==> config.mk <==
export PLATFORM = sky130hd
export DESIGN_NAME = alu16_core
export DESIGN_NICKNAME = d
export VERILOG_FILES = /design/src/rtl/alu16_pkg.sv /design/src/rtl/alu16_logic.sv /design/src/rtl/alu16_arith.sv /design/src/rtl/alu16_core.sv
export SDC_FILE = /design/constraint.sdc
export NUM_CORES = 1
export LEC_CHECK = 0
export CAP_MARGIN = 30
export CORE_ASPECT_RATIO = 1.2
export CORE_UTILIZATION = 30
export CTS_BUF_LIST = sky130_fd_sc_hd__clkbuf_16
export DETAILED_ROUTE_END_ITERATION = 16
export PLACE_DENSITY = 0.49
export SYNTH_ARGS = -nofsm -noshare
export SYNTH_HDL_FRONTEND = slang
export SYNTH_SLANG_ARGS = --single-unit
export TNS_END_PERCENT = 100
==> constraint.sdc <==
create_clock -name clk -period 4.3 [get_ports clk]
set_input_delay 0.43 -clock clk [delete_from_list [all_inputs] [get_ports clk]]
set_output_delay 0.43 -clock clk [all_outputs]
set_load 0.005 [all_outputs]
==> src/rtl/alu16_pkg.sv <==
package alu16_pkg;

    localparam int OP_W = 4;

    typedef enum logic [OP_W-1:0] {
        OP_PASS = 4'd0,
        OP_AND  = 4'd1,
        OP_OR   = 4'd2,
        OP_NOT  = 4'd3,
        OP_XOR  = 4'd4,
        OP_ADD  = 4'd5,
        OP_SUB  = 4'd6,
        OP_INC  = 4'd7,
        OP_DEC  = 4'd8,
        OP_ZERO = 4'd9,
        OP_NEG  = 4'd10
    } op_code_e;

    typedef enum logic [1:0] {
        SRC_ZERO  = 2'd0,
        SRC_PASS  = 2'd1,
        SRC_LOGIC = 2'd2,
        SRC_ARITH = 2'd3
    } res_src_e;

endpackage

==> src/rtl/alu16_logic.sv <==
module alu16_logic
    import alu16_pkg::*;
#(
    parameter int WIDTH = 16
) (
    input  op_code_e           op,
    input  logic [WIDTH-1:0]   a,
    input  logic [WIDTH-1:0]   b,
    output logic [WIDTH-1:0]   y
);

    // Bitwise group; codes outside the group give zero and are not selected.
    always_comb begin
        case (op)
            OP_AND:  y = a & b;
            OP_OR:   y = a | b;
            OP_XOR:  y = a ^ b;
            OP_NOT:  y = ~a;
            default: y = '0;
        endcase
    end

endmodule

==> src/rtl/alu16_arith.sv <==
module alu16_arith
    import alu16_pkg::*;
#(
    parameter int WIDTH = 16
) (
    input  op_code_e           op,
    input  logic [WIDTH-1:0]   a,
    input  logic [WIDTH-1:0]   b,
    output logic [WIDTH-1:0]   y
);

    localparam logic [WIDTH-1:0] ALL_ONES = {WIDTH{1'b1}};
    localparam logic [WIDTH-1:0] ONE_LSB  = {{(WIDTH-1){1'b0}}, 1'b1};

    logic [WIDTH-1:0] add_x;
    logic [WIDTH-1:0] add_y;
    logic             add_cin;

    // One shared adder: every arithmetic code becomes x + y + cin.
    always_comb begin
        add_x   = a;
        add_y   = '0;
        add_cin = 1'b0;
        case (op)
            OP_ADD: begin add_y = b;        add_cin = 1'b0; end
            OP_SUB: begin add_y = ~b;       add_cin = 1'b1; end
            OP_INC: begin add_y = '0;       add_cin = 1'b1; end
            OP_DEC: begin add_y = ALL_ONES; add_cin = 1'b0; end
            OP_NEG: begin add_x = ~a; add_y = '0; add_cin = 1'b1; end
            default: begin add_y = '0;      add_cin = 1'b0; end
        endcase
    end

    // Carry out is dropped: the sum is kept at WIDTH bits.
    assign y = add_x + add_y + (add_cin ? ONE_LSB : '0);

endmodule

==> src/rtl/alu16_core.sv <==
module alu16_core
    import alu16_pkg::*;
#(
    parameter int WIDTH = 16
) (
    input  logic             clk,
    input  logic             rst,
    input  logic             ld_en,
    input  logic [3:0]       op_sel,
    input  logic [WIDTH-1:0] opnd_a,
    input  logic [WIDTH-1:0] opnd_b,
    output logic [WIDTH-1:0] result
);

    op_code_e         op;
    res_src_e         src;
    logic [WIDTH-1:0] logic_y;
    logic [WIDTH-1:0] arith_y;
    logic [WIDTH-1:0] next_res;

    assign op = op_code_e'(op_sel);

    alu16_logic #(.WIDTH(WIDTH)) u_logic (
        .op (op),
        .a  (opnd_a),
        .b  (opnd_b),
        .y  (logic_y)
    );

    alu16_arith #(.WIDTH(WIDTH)) u_arith (
        .op (op),
        .a  (opnd_a),
        .b  (opnd_b),
        .y  (arith_y)
    );

    // Source decode: one case over the code.
    always_comb begin
        case (op_sel)
            4'd0:                    src = SRC_PASS;
            4'd1, 4'd2, 4'd3, 4'd4:  src = SRC_LOGIC;
            4'd5, 4'd6, 4'd7, 4'd8,
            4'd10:                   src = SRC_ARITH;
            default:                 src = SRC_ZERO;
        endcase
    end

    always_comb begin
        unique case (src)
            SRC_PASS:  next_res = opnd_a;
            SRC_LOGIC: next_res = logic_y;
            SRC_ARITH: next_res = arith_y;
            SRC_ZERO:  next_res = '0;
        endcase
    end

    always_ff @(posedge clk) begin
        if (rst) begin
            result <= '0;
        end else if (ld_en) begin
            result <= next_res;
        end
    end

    // Checks on the output register.
    logic rst_q;
    always_ff @(posedge clk) rst_q <= rst;

    always @(posedge clk) begin
        if (rst_q == 1'b1) begin
            AST_RESET_CLEARS: assert (result == '0);
        end
    end

    AST_HOLD_IDLE: assert property (@(posedge clk) disable iff (rst)
        !ld_en |=> $stable(result));

    AST_ZERO_CODES: assert property (@(posedge clk) disable iff (rst)
        (ld_en && (op_sel == 4'd9 || op_sel > 4'd10)) |=> (result == '0));

    AST_NOT_INVERTS: assert property (@(posedge clk) disable iff (rst)
        (ld_en && op_sel == 4'd3) |=> (result == ~$past(opnd_a)));

    AST_NEG_SUMS_ZERO: assert property (@(posedge clk) disable iff (rst)
        (ld_en && op_sel == 4'd10) |=> (WIDTH'(result + $past(opnd_a)) == '0));

    AST_PASS_LOADS_A: assert property (@(posedge clk) disable iff (rst)
        (ld_en && op_sel == 4'd0) |=> (result == $past(opnd_a)));

endmodule

==> impl_metrics.json <==
{
  "status": "finished clean",
  "final_max_slew_viol_count": 0,
  "finalNonFillerCells": 587,
  "yosys.area_share.xor_xnor": 0.0823,
  "dp_worst_setup_slack_ps": 299,
  "synth_async_sr_flop_share": 0,
  "fillers": 985,
  "swShare": 0.379,
  "track_usage": 0.210,
  "rsz0062_at_grt": "no",
  "regArea_um2": 320,
  "yosys_warnings": 0,
  "multi_input_area_mm2": 0.00231,
  "initial_core_util": 0.313,
  "internal_power_mw": 0.443,
  "p_clk_frac": 0.290,
  "synth_edf_count": 0,
  "powerDensity_mw_per_mm2": 194,
  "yosysUniqueCellTypes": 47,
  "crit_family": "compound AO/OA/AOI/OAI gates",
  "crit_path_start": "op_sel[3]",
  "reg_top3": "result (16)",
  "grt_pass1_vias": 3136,
  "hold_viol": 0,
  "antenna_left": 0,
  "min_period_ps": 3750,
  "reg2reg_depth": 3,
  "reg2reg_slack_ps": 3490,
  "grt_max_degree": 24,
  "placed_cells": 583,
  "critPathBufInv": 2,
  "dieArea_mm2": 0.00997,
  "synthSimpleGateAreaFrac": 0.147,
  "core_area_mm2": 0.00918,
  "largest_reg_flops": 16,
  "reg2reg_to": "result[13]$_SDFFE_PP0P_",
  "critPathMaxStageDelay_ps": 650,
  "yosys_most_used_dff": "dfxtp_1",
  "power.leakage_nw": 1.52,
  "synth_area_mm2": 0.00287,
  "synth.net_count": 501,
  "wl_per_cell_um": 17.1,
  "r2r_start": "result[13]$_SDFFE_PP0P_",
  "drc": 0,
  "ios": 55,
  "clock_sinks": 16,
  "yosysSeqAreaShare": 0.111,
  "mostFrequentLayoutCells": "58 x a21oi_1, 54 x clkdlybuf4s50_1, 49 x nand2_1, 46 x ha_1, 40 x inv_1",
  "skew_ps": 0,
  "drt_pass1_iterations": 6,
  "fp-row-count": 38,
  "cts_repair_resize_count": 0,
  "required_ps": 4460,
  "syn2layout_area_growth_pct": 28.1,
  "vias": 3186,
  "critPathMaxFanout": 9,
  "drive_above_1_share": 0.0578,
  "pwr-share-comb": 0.478,
  "overflow": 0,
  "drv_cap": 0,
  "synth_top_family_by_area": "compound AO/OA/AOI/OAI gates",
  "post_cts_buffers": 0,
  "port_buffers": 54,
  "cp_slowest_cell": "clkdlybuf4s50_1",
  "synthesis.instances": 414,
  "antenna_found_initial": 0,
  "worst_pin_slew_ps": 780,
  "cts_hold_buf": 0,
  "clock-root-buffer": "clkbuf_16",
  "drtIter0Drc": 121,
  "clk_pin_slew_ps": 60,
  "setup_slack_ps": 546,
  "htree_num_levels": 1,
  "clk_latency_ps": 260,
  "path_depth": 14,
  "gp_congestion": 0.868,
  "synth-compound-area-share": 0.358,
  "setup_tns_ps": 0,
  "slew-limit-headroom": 0.480,
  "p_sw_mw": 0.271,
  "synth.area.mux_share": 0,
  "startpoint_type": "primary input",
  "hp-class": "register to register",
  "cp-end-kind": "register",
  "final_common_cell": "a21oi_1",
  "fmax_mhz": 266,
  "synth-seq-cells": 16,
  "die_h_um": 109,
  "grt_pass1_wl_um": 16200,
  "period_share": 0.873,
  "synthAdderAreaFrac": 0.214,
  "crit_path_end": "result[13]$_SDFFE_PP0P_",
  "cp.arrival_ps": 3910,
  "clock_path_buffers": 2,
  "antennaDiodeCount": 0,
  "pwr-share-seq": 0.232,
  "routed_wl_um": 10000,
  "peakVddDrop_uv": 131,
  "largest_register": "result",
  "nNetsFinal": 555,
  "avgViaCountPerCell": 5.43,
  "die_w_um": 91.3,
  "crit_chain": "clkdlybuf4s50_1 > nand2b_1 > nand2b_1 > buf_4 > o21a_1 > o21ai_0 > ha_1 > a21oi_1 > nor2b_1 > a311o_1 > a21oi_1 > a31oi_1 > xor2_1 > a31o_2",
  "cts_buffers": 3,
  "path_class": "primary input to register",
  "cts_tree": "done",
  "place_hpwl_um": 7560,
  "hold_ws_ps": 449,
  "setup_viol": 0,
  "synth.avg_cell_area_um2": 6.94
}
metrics by stage:
step | utilization | area, um^2 | total power [mW]
global route | 0.401 | 3680 | 0.763
finish | 0.401 | 3680 | 0.714
detailed placement | 0.392 | 3600 | 0.509
floorplan | - | 2870 | 0.372
CTS | 0.401 | 3680 | 0.718
global placement | 0.392 | 3600 | 0.507
synthesized netlist by cell type, types with 6 or more instances:
cell      count  area share
nand2_1      49       0.064
a21oi_1      58        0.10
o21a_1       19       0.050
nor2_1       21       0.027
clkbuf_1     15       0.020
a221oi_1      6       0.018
dfxtp_1      16        0.11
ha_1         46        0.20
inv_1        40       0.052
o211ai_1      7       0.018
nor2b_1       7       0.015
o22ai_1      11       0.024
o21ai_0      34       0.059
xnor2_1      23       0.070
worst register-to-register path, delay by kind of cell, from the launching register on:
family | cells | cell delay (ps)
simple gates | 2 | 140
compound gates | 1 | 250
flops | 1 | 320
cell type report:
type	instances	share of cell area
clock buffers	3	0.0204
clock inverters	1	0.00102
inverters	41	0.0418
multi-input cells	335	0.627
flip-flops and latches	16	0.0870
well taps	120	0.0408
repair buffers	71	0.182
per-layer routing:
layer,part of all wire,wire length (um),track usage
met3,0.035,347,0.0216
met5,0,0,0
met4,0.031,314,0.0805
met1,0.43,4310,0.244
met2,0.51,5080,0.397
power by group through the flow:
| stage | clock, mW | combinational [mW] | sequential (mW) |
|---|---|---|---|
| after floorplan | 0 | 0.202 | 0.170 |
| after global placement | 0 | 0.338 | 0.169 |
| after detailed placement | 0 | 0.340 | 0.169 |
| after CTS | 0.210 | 0.342 | 0.166 |
| after global routing | 0.216 | 0.380 | 0.167 |
| final | 0.207 | 0.341 | 0.166 |
how the worst min path moves through the flow:
| stage | from | end | cells after the start |
|---|---|---|---|
| after floorplan | result[8]$_SDFFE_PP0P_ | result[8]$_SDFFE_PP0P_ | 2 |
| after global placement | result[8]$_SDFFE_PP0P_ | result[8]$_SDFFE_PP0P_ | 2 |
| after detailed placement | result[8]$_SDFFE_PP0P_ | result[8]$_SDFFE_PP0P_ | 2 |
| after CTS | result[8]$_SDFFE_PP0P_ | result[8]$_SDFFE_PP0P_ | 2 |
| after global routing | result[8]$_SDFFE_PP0P_ | result[8]$_SDFFE_PP0P_ | 2 |
| final | result[8]$_SDFFE_PP0P_ | result[8]$_SDFFE_PP0P_ | 2 |
logic make-up after synthesis:
logic type | after synthesis
AO/OA/AOI/OAI | 166
XOR/XNOR | 27
adder cells (fa/ha/maj) | 48
buffers and inverters | 63
flip-flops | 16
AND/OR/NAND/NOR | 94
Note: power is estimated with default switching activity, not from simulation.
